### src/rtl/cfg_port_pkg.sv
package cfg_port_pkg;
  localparam logic [7:0] EXIT_KEY   = 8'hAA;
  localparam logic [7:0] IDX_LDN    = 8'h07;
  localparam logic [7:0] IDX_CHIP_L = 8'h20;
  localparam logic [7:0] IDX_CHIP_H = 8'h21;
  localparam logic [7:0] IDX_VEND_A = 8'h23;
  localparam logic [7:0] IDX_VEND_B = 8'h24;
  localparam logic [7:0] IDX_BASE_H = 8'h60;
  localparam logic [7:0] IDX_BASE_L = 8'h61;
  localparam logic [7:0] IDX_IRQ    = 8'h70;
  localparam logic [7:0] IDX_RS485  = 8'hF0;
  localparam logic [7:0] VEND_A_VAL = 8'h19;
  localparam logic [7:0] VEND_B_VAL = 8'h34;
  localparam logic [15:0] CHIP_MAIN = 16'h1602;
  localparam logic [15:0] CHIP_ALT  = 16'h0501;

  function automatic logic [7:0] key_value(input logic [1:0] sel);
    case (sel)
      2'd0:    return 8'h77;
      2'd1:    return 8'hA0;
      2'd2:    return 8'h87;
      default: return 8'h67;
    endcase
  endfunction

  function automatic logic [15:0] dev_reset_base(input int unsigned n);
    case (n)
      0:       return 16'h03F8;
      1:       return 16'h02F8;
      2:       return 16'h03E8;
      3:       return 16'h02E8;
      default: return 16'h0000;
    endcase
  endfunction

  function automatic logic is_bank_idx(input logic [7:0] idx);
    return (idx == IDX_BASE_H) || (idx == IDX_BASE_L) ||
           (idx == IDX_IRQ) || (idx == IDX_RS485);
  endfunction
endpackage

### src/rtl/cfg_key_unlock.sv
module cfg_key_unlock
  import cfg_port_pkg::*;
(
  input  logic       clk_i,
  input  logic       rst_ni,
  input  logic       idx_we_i,
  input  logic [7:0] wdata_i,
  input  logic [7:0] key_i,
  output logic       unlocked_o
);
  logic first_q;
  logic unl_q;

  always_ff @(posedge clk_i or negedge rst_ni) begin
    if (!rst_ni) begin
      first_q <= 1'b0;
      unl_q   <= 1'b0;
    end else if (idx_we_i) begin
      if (unl_q) begin
        first_q <= 1'b0;
        if (wdata_i == EXIT_KEY) unl_q <= 1'b0;
      end else if (wdata_i == key_i) begin
        // second adjacent key byte opens the port
        unl_q   <= first_q;
        first_q <= ~first_q;
      end else begin
        first_q <= 1'b0;
      end
    end
  end

  assign unlocked_o = unl_q;
endmodule

### src/rtl/cfg_dev_bank.sv
module cfg_dev_bank
  import cfg_port_pkg::*;
#(
  parameter logic [15:0] RST_BASE = 16'h03F8
) (
  input  logic       clk_i,
  input  logic       rst_ni,
  input  logic       we_i,
  input  logic [7:0] idx_i,
  input  logic [7:0] wdata_i,
  output logic [7:0] rdata_o,
  output logic [7:0] irq_o,
  output logic [7:0] rs485_o
);
  logic [15:0] base_q;
  logic [7:0]  irq_q;
  logic [7:0]  rs485_q;

  always_ff @(posedge clk_i or negedge rst_ni) begin
    if (!rst_ni) begin
      base_q  <= RST_BASE;
      irq_q   <= 8'h00;
      rs485_q <= 8'h00;
    end else if (we_i) begin
      case (idx_i)
        IDX_BASE_H: base_q[15:8] <= wdata_i;
        IDX_BASE_L: base_q[7:0]  <= wdata_i;
        IDX_IRQ:    irq_q        <= wdata_i;
        IDX_RS485:  rs485_q      <= wdata_i;
        default: ;
      endcase
    end
  end

  always_comb begin
    case (idx_i)
      IDX_BASE_H: rdata_o = base_q[15:8];
      IDX_BASE_L: rdata_o = base_q[7:0];
      IDX_IRQ:    rdata_o = irq_q;
      IDX_RS485:  rdata_o = rs485_q;
      default:    rdata_o = 8'h00;
    endcase
  end

  assign irq_o   = irq_q;
  assign rs485_o = rs485_q;
endmodule

### src/rtl/cfg_port_regfile.sv
module cfg_port_regfile
  import cfg_port_pkg::*;
#(
  parameter int unsigned NUM_DEV = 4,
  localparam int unsigned LDN_W  = (NUM_DEV > 1) ? $clog2(NUM_DEV) : 1
) (
  input  logic                 clk_i,
  input  logic                 rst_ni,
  input  logic                 addr_i,
  input  logic                 wr_i,
  input  logic                 rd_i,
  input  logic [7:0]           wdata_i,
  output logic [7:0]           rdata_o,
  input  logic [1:0]           key_sel_i,
  input  logic                 chip_alt_i,
  output logic                 unlocked_o,
  output logic [NUM_DEV*8-1:0] irq_cfg_o,
  output logic [NUM_DEV*8-1:0] rs485_cfg_o
);
  logic             unlocked;
  logic             idx_we, dat_we;
  logic [7:0]       idx_q;
  logic [LDN_W-1:0] ldn_q;
  logic [7:0]       bank_rd [NUM_DEV];
  logic [7:0]       data_rd;
  logic [15:0]      chip_code;

  assign idx_we = wr_i & ~addr_i;
  assign dat_we = wr_i & addr_i & unlocked;

  cfg_key_unlock u_key (
    .clk_i      (clk_i),
    .rst_ni     (rst_ni),
    .idx_we_i   (idx_we),
    .wdata_i    (wdata_i),
    .key_i      (key_value(key_sel_i)),
    .unlocked_o (unlocked)
  );

  always_ff @(posedge clk_i or negedge rst_ni) begin
    if (!rst_ni) begin
      idx_q <= 8'h00;
      ldn_q <= '0;
    end else begin
      if (idx_we && unlocked && wdata_i != EXIT_KEY) idx_q <= wdata_i;
      if (dat_we && idx_q == IDX_LDN) ldn_q <= wdata_i[LDN_W-1:0];
    end
  end

  for (genvar d = 0; d < NUM_DEV; d++) begin : g_dev
    cfg_dev_bank #(.RST_BASE(dev_reset_base(d))) u_bank (
      .clk_i   (clk_i),
      .rst_ni  (rst_ni),
      .we_i    (dat_we && ldn_q == LDN_W'(d)),
      .idx_i   (idx_q),
      .wdata_i (wdata_i),
      .rdata_o (bank_rd[d]),
      .irq_o   (irq_cfg_o[d*8 +: 8]),
      .rs485_o (rs485_cfg_o[d*8 +: 8])
    );
  end

  assign chip_code = chip_alt_i ? CHIP_ALT : CHIP_MAIN;

  always_comb begin
    if (is_bank_idx(idx_q)) data_rd = bank_rd[ldn_q];
    else begin
      case (idx_q)
        IDX_LDN:    data_rd = 8'(ldn_q);
        IDX_CHIP_L: data_rd = chip_code[7:0];
        IDX_CHIP_H: data_rd = chip_code[15:8];
        IDX_VEND_A: data_rd = VEND_A_VAL;
        IDX_VEND_B: data_rd = VEND_B_VAL;
        default:    data_rd = 8'h00;
      endcase
    end
  end

  always_comb begin
    if (!rd_i)          rdata_o = 8'h00;
    else if (!unlocked) rdata_o = 8'hFF;
    else if (addr_i)    rdata_o = data_rd;
    else                rdata_o = idx_q;
  end

  assign unlocked_o = unlocked;
endmodule

### config.mk
export PLATFORM = sky130hd
export DESIGN_NAME = cfg_port_regfile
export DESIGN_NICKNAME = d
export VERILOG_FILES = /design/src/rtl/cfg_port_pkg.sv /design/src/rtl/cfg_key_unlock.sv /design/src/rtl/cfg_dev_bank.sv /design/src/rtl/cfg_port_regfile.sv
export SDC_FILE = /design/constraint.sdc
export NUM_CORES = 1
export LEC_CHECK = 0
export BUFFER_PORTS_ARGS = -buffer_cell sky130_fd_sc_hd__buf_2
export CAP_MARGIN = 20
export CORE_UTILIZATION = 40
export DETAILED_ROUTE_END_ITERATION = 12
export SYNTH_ARGS = -nofsm -noshare
export SYNTH_HDL_FRONTEND = slang
export SYNTH_SLANG_ARGS = --single-unit
### constraint.sdc
create_clock -name clk_i -period 2.28 [get_ports clk_i]
set_input_delay 0.114 -clock clk_i [delete_from_list [all_inputs] [get_ports clk_i]]
set_output_delay 0.114 -clock clk_i [all_outputs]
set_load 0.005 [all_outputs]
Word-level counts from Yosys, hierarchy flattened
Cells that the tools add are included.
{"block": "op_classes", "magnitude_cmp": 1, "eq_ne": 17, "mux": 19, "n_bitwise": 6, "reduce_logical": 28}
{"operator": "case mux 8 bit (4 select lines)", "n": 4}
{"operator": "2-to-1 mux 8 bit", "n": 6}
{"operator": "case mux 8 bit (5 select lines)", "n": 1}
{"operator": "equality test 8 x 6 -> 1 bit, second input constant", "n": 4}
{"operator": "AND reduction 2 bit", "n": 16}
{"operator": "equality test 8 x 7 -> 1 bit, second input constant", "n": 3}
{"operator": "case mux 8 bit (3 select lines)", "n": 1}
{"operator": "binary-select mux 8 bit (select 2 bit)", "n": 1}
{"operator": "equality test 8 bit, second input constant", "n": 2}
{"operator": "2-to-1 mux 13 bit", "n": 1}
{"operator": "equality test 8 x 3 -> 1 bit, second input constant", "n": 1}
{"operator": "equality test 8 bit", "n": 1}
{"operator": "!= test 8 bit, second input constant", "n": 1}
{"operator": "logical AND 1 bit", "n": 7}
{"operator": "equality test 2 bit, second input constant", "n": 3}
{"operator": "2-to-1 mux 1 bit", "n": 5}
{"operator": "equality test 2 x 1 -> 1 bit, second input constant", "n": 2}
{"operator": "zero test 2 bit", "n": 2}
{"operator": "bitwise AND 1 bit", "n": 3}
{"operator": "greater-or-equal comparator 3 bit, second input constant", "n": 1}
{"operator": "logical OR 1 bit", "n": 3}
{"operator": "NOT 2 -> 3 bit", "n": 1}
{"operator": "NOT 1 bit", "n": 2}
{"block": "totals", "ff_bits": 140, "inputBits": 16, "output_inout_bits": 73, "wordCells": 91}

Longest topological paths before layout
{"block": "depth", "ltp_word": 9, "mapped_depth": 7, "ltp_nobuf": 6}

Cells and area by module
Synthesis repeated with hierarchy kept, for this count alone.
{"block": "hier_totals", "cells_unflattened": 638, "area_unflattened_um2": 8134.1}
{"module": "cfg_dev_bank at g_dev[1].u_bank ...", "instances": 2, "cells_each": 124, "area_per_inst_um2": 1704.1, "seq_area_each_um2": 808.3}
{"module": "cfg_dev_bank at g_dev[0].u_bank", "instances": 1, "cells_each": 124, "area_per_inst_um2": 1705.4, "seq_area_each_um2": 809.5}
{"module": "cfg_dev_bank at g_dev[3].u_bank", "instances": 1, "cells_each": 124, "area_per_inst_um2": 1702.9, "seq_area_each_um2": 807.0}
{"module": "cfg_port_regfile", "instances": 1, "cells_each": 121, "area_per_inst_um2": 1119.8, "seq_area_each_um2": 250.2}
{"module": "cfg_key_unlock", "instances": 1, "cells_each": 21, "area_per_inst_um2": 197.7, "seq_area_each_um2": 50.0}

Worst setup path after synthesis
Ideal clock, no wire load.
{"block": "synth_path", "path_type": "register to register", "start": "register idx_q[4]", "end": "register g_dev[0].u_bank.base_q[0]", "setup_time_ns": 0.125, "arrival_time_ns": 1.617, "required_time_ns": 2.155, "setup_slack_ns": 0.538, "stages_incl_launch_ff": 5, "n_path_buf": 0, "period_less_slack_ns": 1.742, "path_cell_list": "dfrtp_1 and4bb_2 nand3_1 nor2_2 mux2_2"}
{"block": "synth_between", "elab_chain_len": 2}
{"element": "start, declared", "line_no": "cfg_port_regfile.sv:22", "text": "logic [7:0] idx_q;"}
{"element": "start signal, assigned", "line_no": "cfg_port_regfile.sv:45", "text": "if (idx_we && unlocked && wdata_i != EXIT_KEY) idx_q <= wdata_i;"}
{"element": "equality test 8 x 7 -> 1 bit", "line_no": "cfg_dev_bank.sv:25", "text": "case (idx_i)"}
{"element": "AND reduction 2 bit (no line)"}
{"element": "end signal, assigned", "line_no": "cfg_dev_bank.sv:27", "text": "IDX_BASE_L: base_q[7:0] <= wdata_i;"}
{"element": "end, declared", "line_no": "cfg_dev_bank.sv:15", "text": "logic [15:0] base_q;"}
No other way between the ends.
A chain may end at the register's enable or synchronous reset.

Worst setup path in the final report
{"block": "layout_path", "start": "register idx_q[7]", "end": "output port rdata_o[6]"}
{"block": "layout_between", "elab_chain_len": 9, "elab_cells_between_ends": 24, "classes_between": "eq/ne: 9; mux: 12; reduce/logical: 3"}
{"element": "equality test 8 bit (tied with other cells)", "line_no": "cfg_port_pkg.sv:38, cfg_dev_bank.sv:36"}
{"element": "case mux 8 bit (4 select lines)", "line_no": "cfg_dev_bank.sv:36", "text": "case (idx_i)"}
{"element": "binary-select mux 8 bit (select 2 bit)", "line_no": "cfg_port_regfile.sv:66", "text": "if (is_bank_idx(idx_q)) data_rd = bank_rd[ldn_q];"}
{"element": "2-to-1 mux 8 bit (implied by the code) (2 in series)", "line_no": "cfg_port_regfile.sv:66"}
{"element": "2-to-1 mux 8 bit (*)", "line_no": "cfg_port_regfile.sv:66"}
{"element": "2-to-1 mux 8 bit (*)", "line_no": "cfg_port_regfile.sv:82", "text": "else if (addr_i) rdata_o = data_rd;"}
{"element": "2-to-1 mux 8 bit (*)", "line_no": "cfg_port_regfile.sv:81", "text": "else if (!unlocked) rdata_o = 8'hFF;"}
{"element": "2-to-1 mux 8 bit (*)", "line_no": "cfg_port_regfile.sv:80", "text": "if (!rd_i) rdata_o = 8'h00;"}
{"element": "end, declared", "line_no": "cfg_port_regfile.sv:13", "text": "output logic [7:0] rdata_o,"}
Mark *: on every way between the ends. The rest lies on a longest branch, timed or not. The select of a mux whose other input is x is not followed.

==> results by group <==
Global routing
  – GR Util All Layers: 24.7%
  – First-pass GRT wire length: 33,000 um
  – Total global routing overflow: 0
  – Maximum number of pins on one net before global-route repair: 59
  – Initial antenna violation count: 0
  – Number of global-route vias before repair: 5,426

Timing
  – Fin Hold WS: 0.141 ns
  – Slew Viols, Final: 0
  – Unrepaired setup endpoints after global routing: true
  – Setup TNS: -0.271 ns
  – Crit share post-route: 104%
  – Hold Vio Cnt, Final: 0
  – Fin crit period: 2.38 ns
  – Clock skew: 0.00926 ns
  – Max_slew headroom: a little under 70%
  – Final-report setup violation count: 6
  – Final worst slack: -0.0950 ns
  – Least-Margin Pin Slew: between 0.4 and 0.5 ns
  – Peak Freq: 421 MHz

Synthesis
  – Seq/Total Area, Yosys: 49.4%
  – Proportion of synthesized area in mux cells: 30.7%
  – Synth top area share: 40.6%
  – Cells after Synth: 572
  – Yosys cell types: 57
  – Synth Flop Type: dfrtp_1
  – Simple-Gate Fraction of Synth Area: 7.66%
  – Adder and majority gate portion of the synthesized area: 0.524%
  – Ys async rst share: 100%
  – Area contributors post-synth: dfrtp_1 41%, mux2_2 21%, mux2i_1 9.0%
  – Syn nets: a little under 600
  – Xor/xnor share of the synthesized area: 0.245%
  – Largest family of logic cells by synthesized area: multiplexers
  – Synth warnings: 0
  – Area leader, netlist: dfrtp_1
  – Syn_area_per_cell: about 13 sq um
  – EDFF count, synth: 0
  – Synth Area in Compound Gates: 8.04%
  – Post-Syn Area: 7160 sq um
  – Yosys reg bits: 140

Die
  – Num rows: 48
  – CORE AREA: ~17,000 sq um
  – Die W: 136 um
  – Num ports: 89
  – Die area: 18,400 sq um
  – Starting Density: 41.2%
  – Die Y-Extent: 136 um

CTS
  – H-Tree Depth: 4
  – Num CTS Buffers: 17
  – CTS max path bufs: 2
  – Clock Pin Slew Worst Setup and Hold Paths: around 0.06 ns
  – Clk_lat worst skew: 0.42 ns
  – Clk Tree Root Cell: clkbuf_16
  – CTS tree: done
  – Sink Count: 140

Status
  – Violated checks: negative setup slack
  – Status: finished with violations

Worst setup path
  – Cell depth of the worst flop-to-flop path: 6
  – Crit. Startpoint: idx_q[7]
  – Crit Path Class: flip-flop to primary output
  – Crit. End Element: primary output
  – Worst EP required: 2.17 ns
  – Startpoint types: flip-flop
  – Crit-path max FO: 6
  – RR Startpoint: idx_q[7]
  – Worst Path Arrival: approximately 2.3 ns

Detailed routing
  – Via Count: 5,354
  – Via/cell ratio: 5.71
  – Starting DRT DRC Count: 442
  – Drt wl/cell: 23.0 um
  – WL final: between 20,000 and 25,000 um
  – Post-route ant nets: 0
  – DRT Pass-1 Iters: 5
  – DRC viols: 0

Min path
  – Min-delay src: wr_i
  – Hold path cells: 3
  – Hold Path Class: input port to flip-flop

Placement
  – Routability Congestion: 0.896
  – Post-DP HPWL: ~15,000 um
  – # port buffers: a little under 90

Cells and area
  – Synthesis-to-finish area growth: 27.3%
  – Register area: 3540 sq um
  – Share of post-route cells with drive strength above 1: 56.7%
  – # fillers: approximately 1,500
  – Area of the multi-input gates: ~3600 sq um
  – Final nets: 718
  – Ant. Diodes: 0

Job
  – Max_cap viols: 0

Power
  – Tot Pwr: 6310 uW
  – Power Dens Cells: 693 nW/um^2
  – Max VDD drop: 0.553 mV
  – LEAKAGE: 0.00440 uW
## routing by layer
| layer | GRT usage, % | wire (um) |
|---|---|---|
| met1 | 34.5 | 9900 |
| met3 | 4.19 | 885 |
| met4 | 9.49 | 624 |
| met2 | 38.1 | 10200 |
| met5 | 0 | 0 |
## layout make-up
type	instances	area share, %
Multi-Input combinational cell	379	39.5
Sequential cell	140	38.9
Timing Repair Buffer	151	11.5
Clock buffer	20	5.12
Tap cell	225	3.09
Clock inverter	12	1.50
Inverter	10	0.412
## sequential cells by signal (all words and copies together), names as in the netlist
register and flops:
g_dev.u_bank.irq_o 32, idx_q 8, g_dev.u_bank.base_q 64, g_dev.u_bank.rs485_o 32, u_key.unlocked_o 1, ldn_q 2, u_key.first_q 1
## path summary, 6_finish.rpt
check | slack, ns | endpoint
hold / removal | 0.14 | u_key.unlocked_o
setup reg to reg | 0.11 | g_dev[1].u_bank.base_q[1]
min in group asynchronous | 0.19 | g_dev[1].u_bank.rs485_o[7]
setup / recovery | -0.1 | rdata_o[6]
hold reg to reg | 0.50 | g_dev[2].u_bank.base_q[12]
max in group asynchronous | 1.36 | g_dev[1].u_bank.base_q[5]
## layout by cell type (no fill, tap or decap), types with 5 or more instances in the layout
master,n
dfrtp_1,110
nand4_1,6
mux2i_1,56
mux2_2,134
nand2_2,8
inv_1,10
buf_6,7
o21ai_0,7
a21oi_1,10
mux2i_2,6
nand2_1,13
buf_4,48
o22ai_1,20
clkbuf_16,17
dfrtp_2,6
nor2_2,8
o221ai_1,5
nor2b_1,5
buf_12,8
nor2_1,7
nand3_1,6
buf_2,87
dfstp_2,24
o221ai_2,8
## worst max-delay path, stage by stage, from the launching register on
cell	delay, ns
dfrtp_2	0.49
buf_6	0.16
and4bb_4	0.37
nand2_4	0.11
o221ai_2	0.19
nand4_1	0.18
o21ai_2	0.21
buf_2	0.14
## synth_stat cells (5+ instances only)
cell type	instances
mux2_2	134
dfrtp_1	116
mux2i_1	64
clkbuf_1	25
dfstp_2	24
o22ai_1	24
buf_2	14
nand2_1	13
o221ai_1	13
o21ai_0	12
a21oi_1	10
inv_1	10
nand2_2	10
nor2_2	8
nand3_1	7
nor2_1	7
nand4_1	6
nor3_1	6
a22oi_1	5
nor2b_1	5
## through the flow
step / instance area [sq um] / setup WS [ns] / cells / utilization, %
after floorplan: 7160 / 0.538 / 572 / -
after global placement: 8090 / 0.190 / 891 / 46.6
after detailed placement: 8090 / 0.213 / 891 / 46.6
after CTS: 9010 / -0.0285 / 934 / 51.9
after global routing: 9110 / -0.162 / 937 / 52.5
final: 9110 / -0.0950 / 937 / 52.5
## logic make-up (layout without fill, tap and decap cells)
kind of cell    count (synthesis)  count (layout)
simple gates                   88              89
fa+ha+maj                       3               3
mux                           202             202
buf+inv                        54             193
compound gates                 83              83
flops                         140             140
xor+xnor                        2               2
## power breakdown
group | leakage [uW] | switching [uW] | internal [uW]
clock network | 0.000289 | 1080 | 1700
registers | 0.00183 | 90.4 | 2560
logic | 0.00228 | 484 | 391
total | 0.00440 | 1650 | 4660
## timing repair
item	in CTS	in global routing
resized for setup	54	15
pin swaps	13	10
endpoints found under the hold margin	41	0
setup buffers	9	3
hold buffers	1	0
gates cloned	1	0
setup endpoints to repair	8	8
Power figures use the tool's default switching activity.
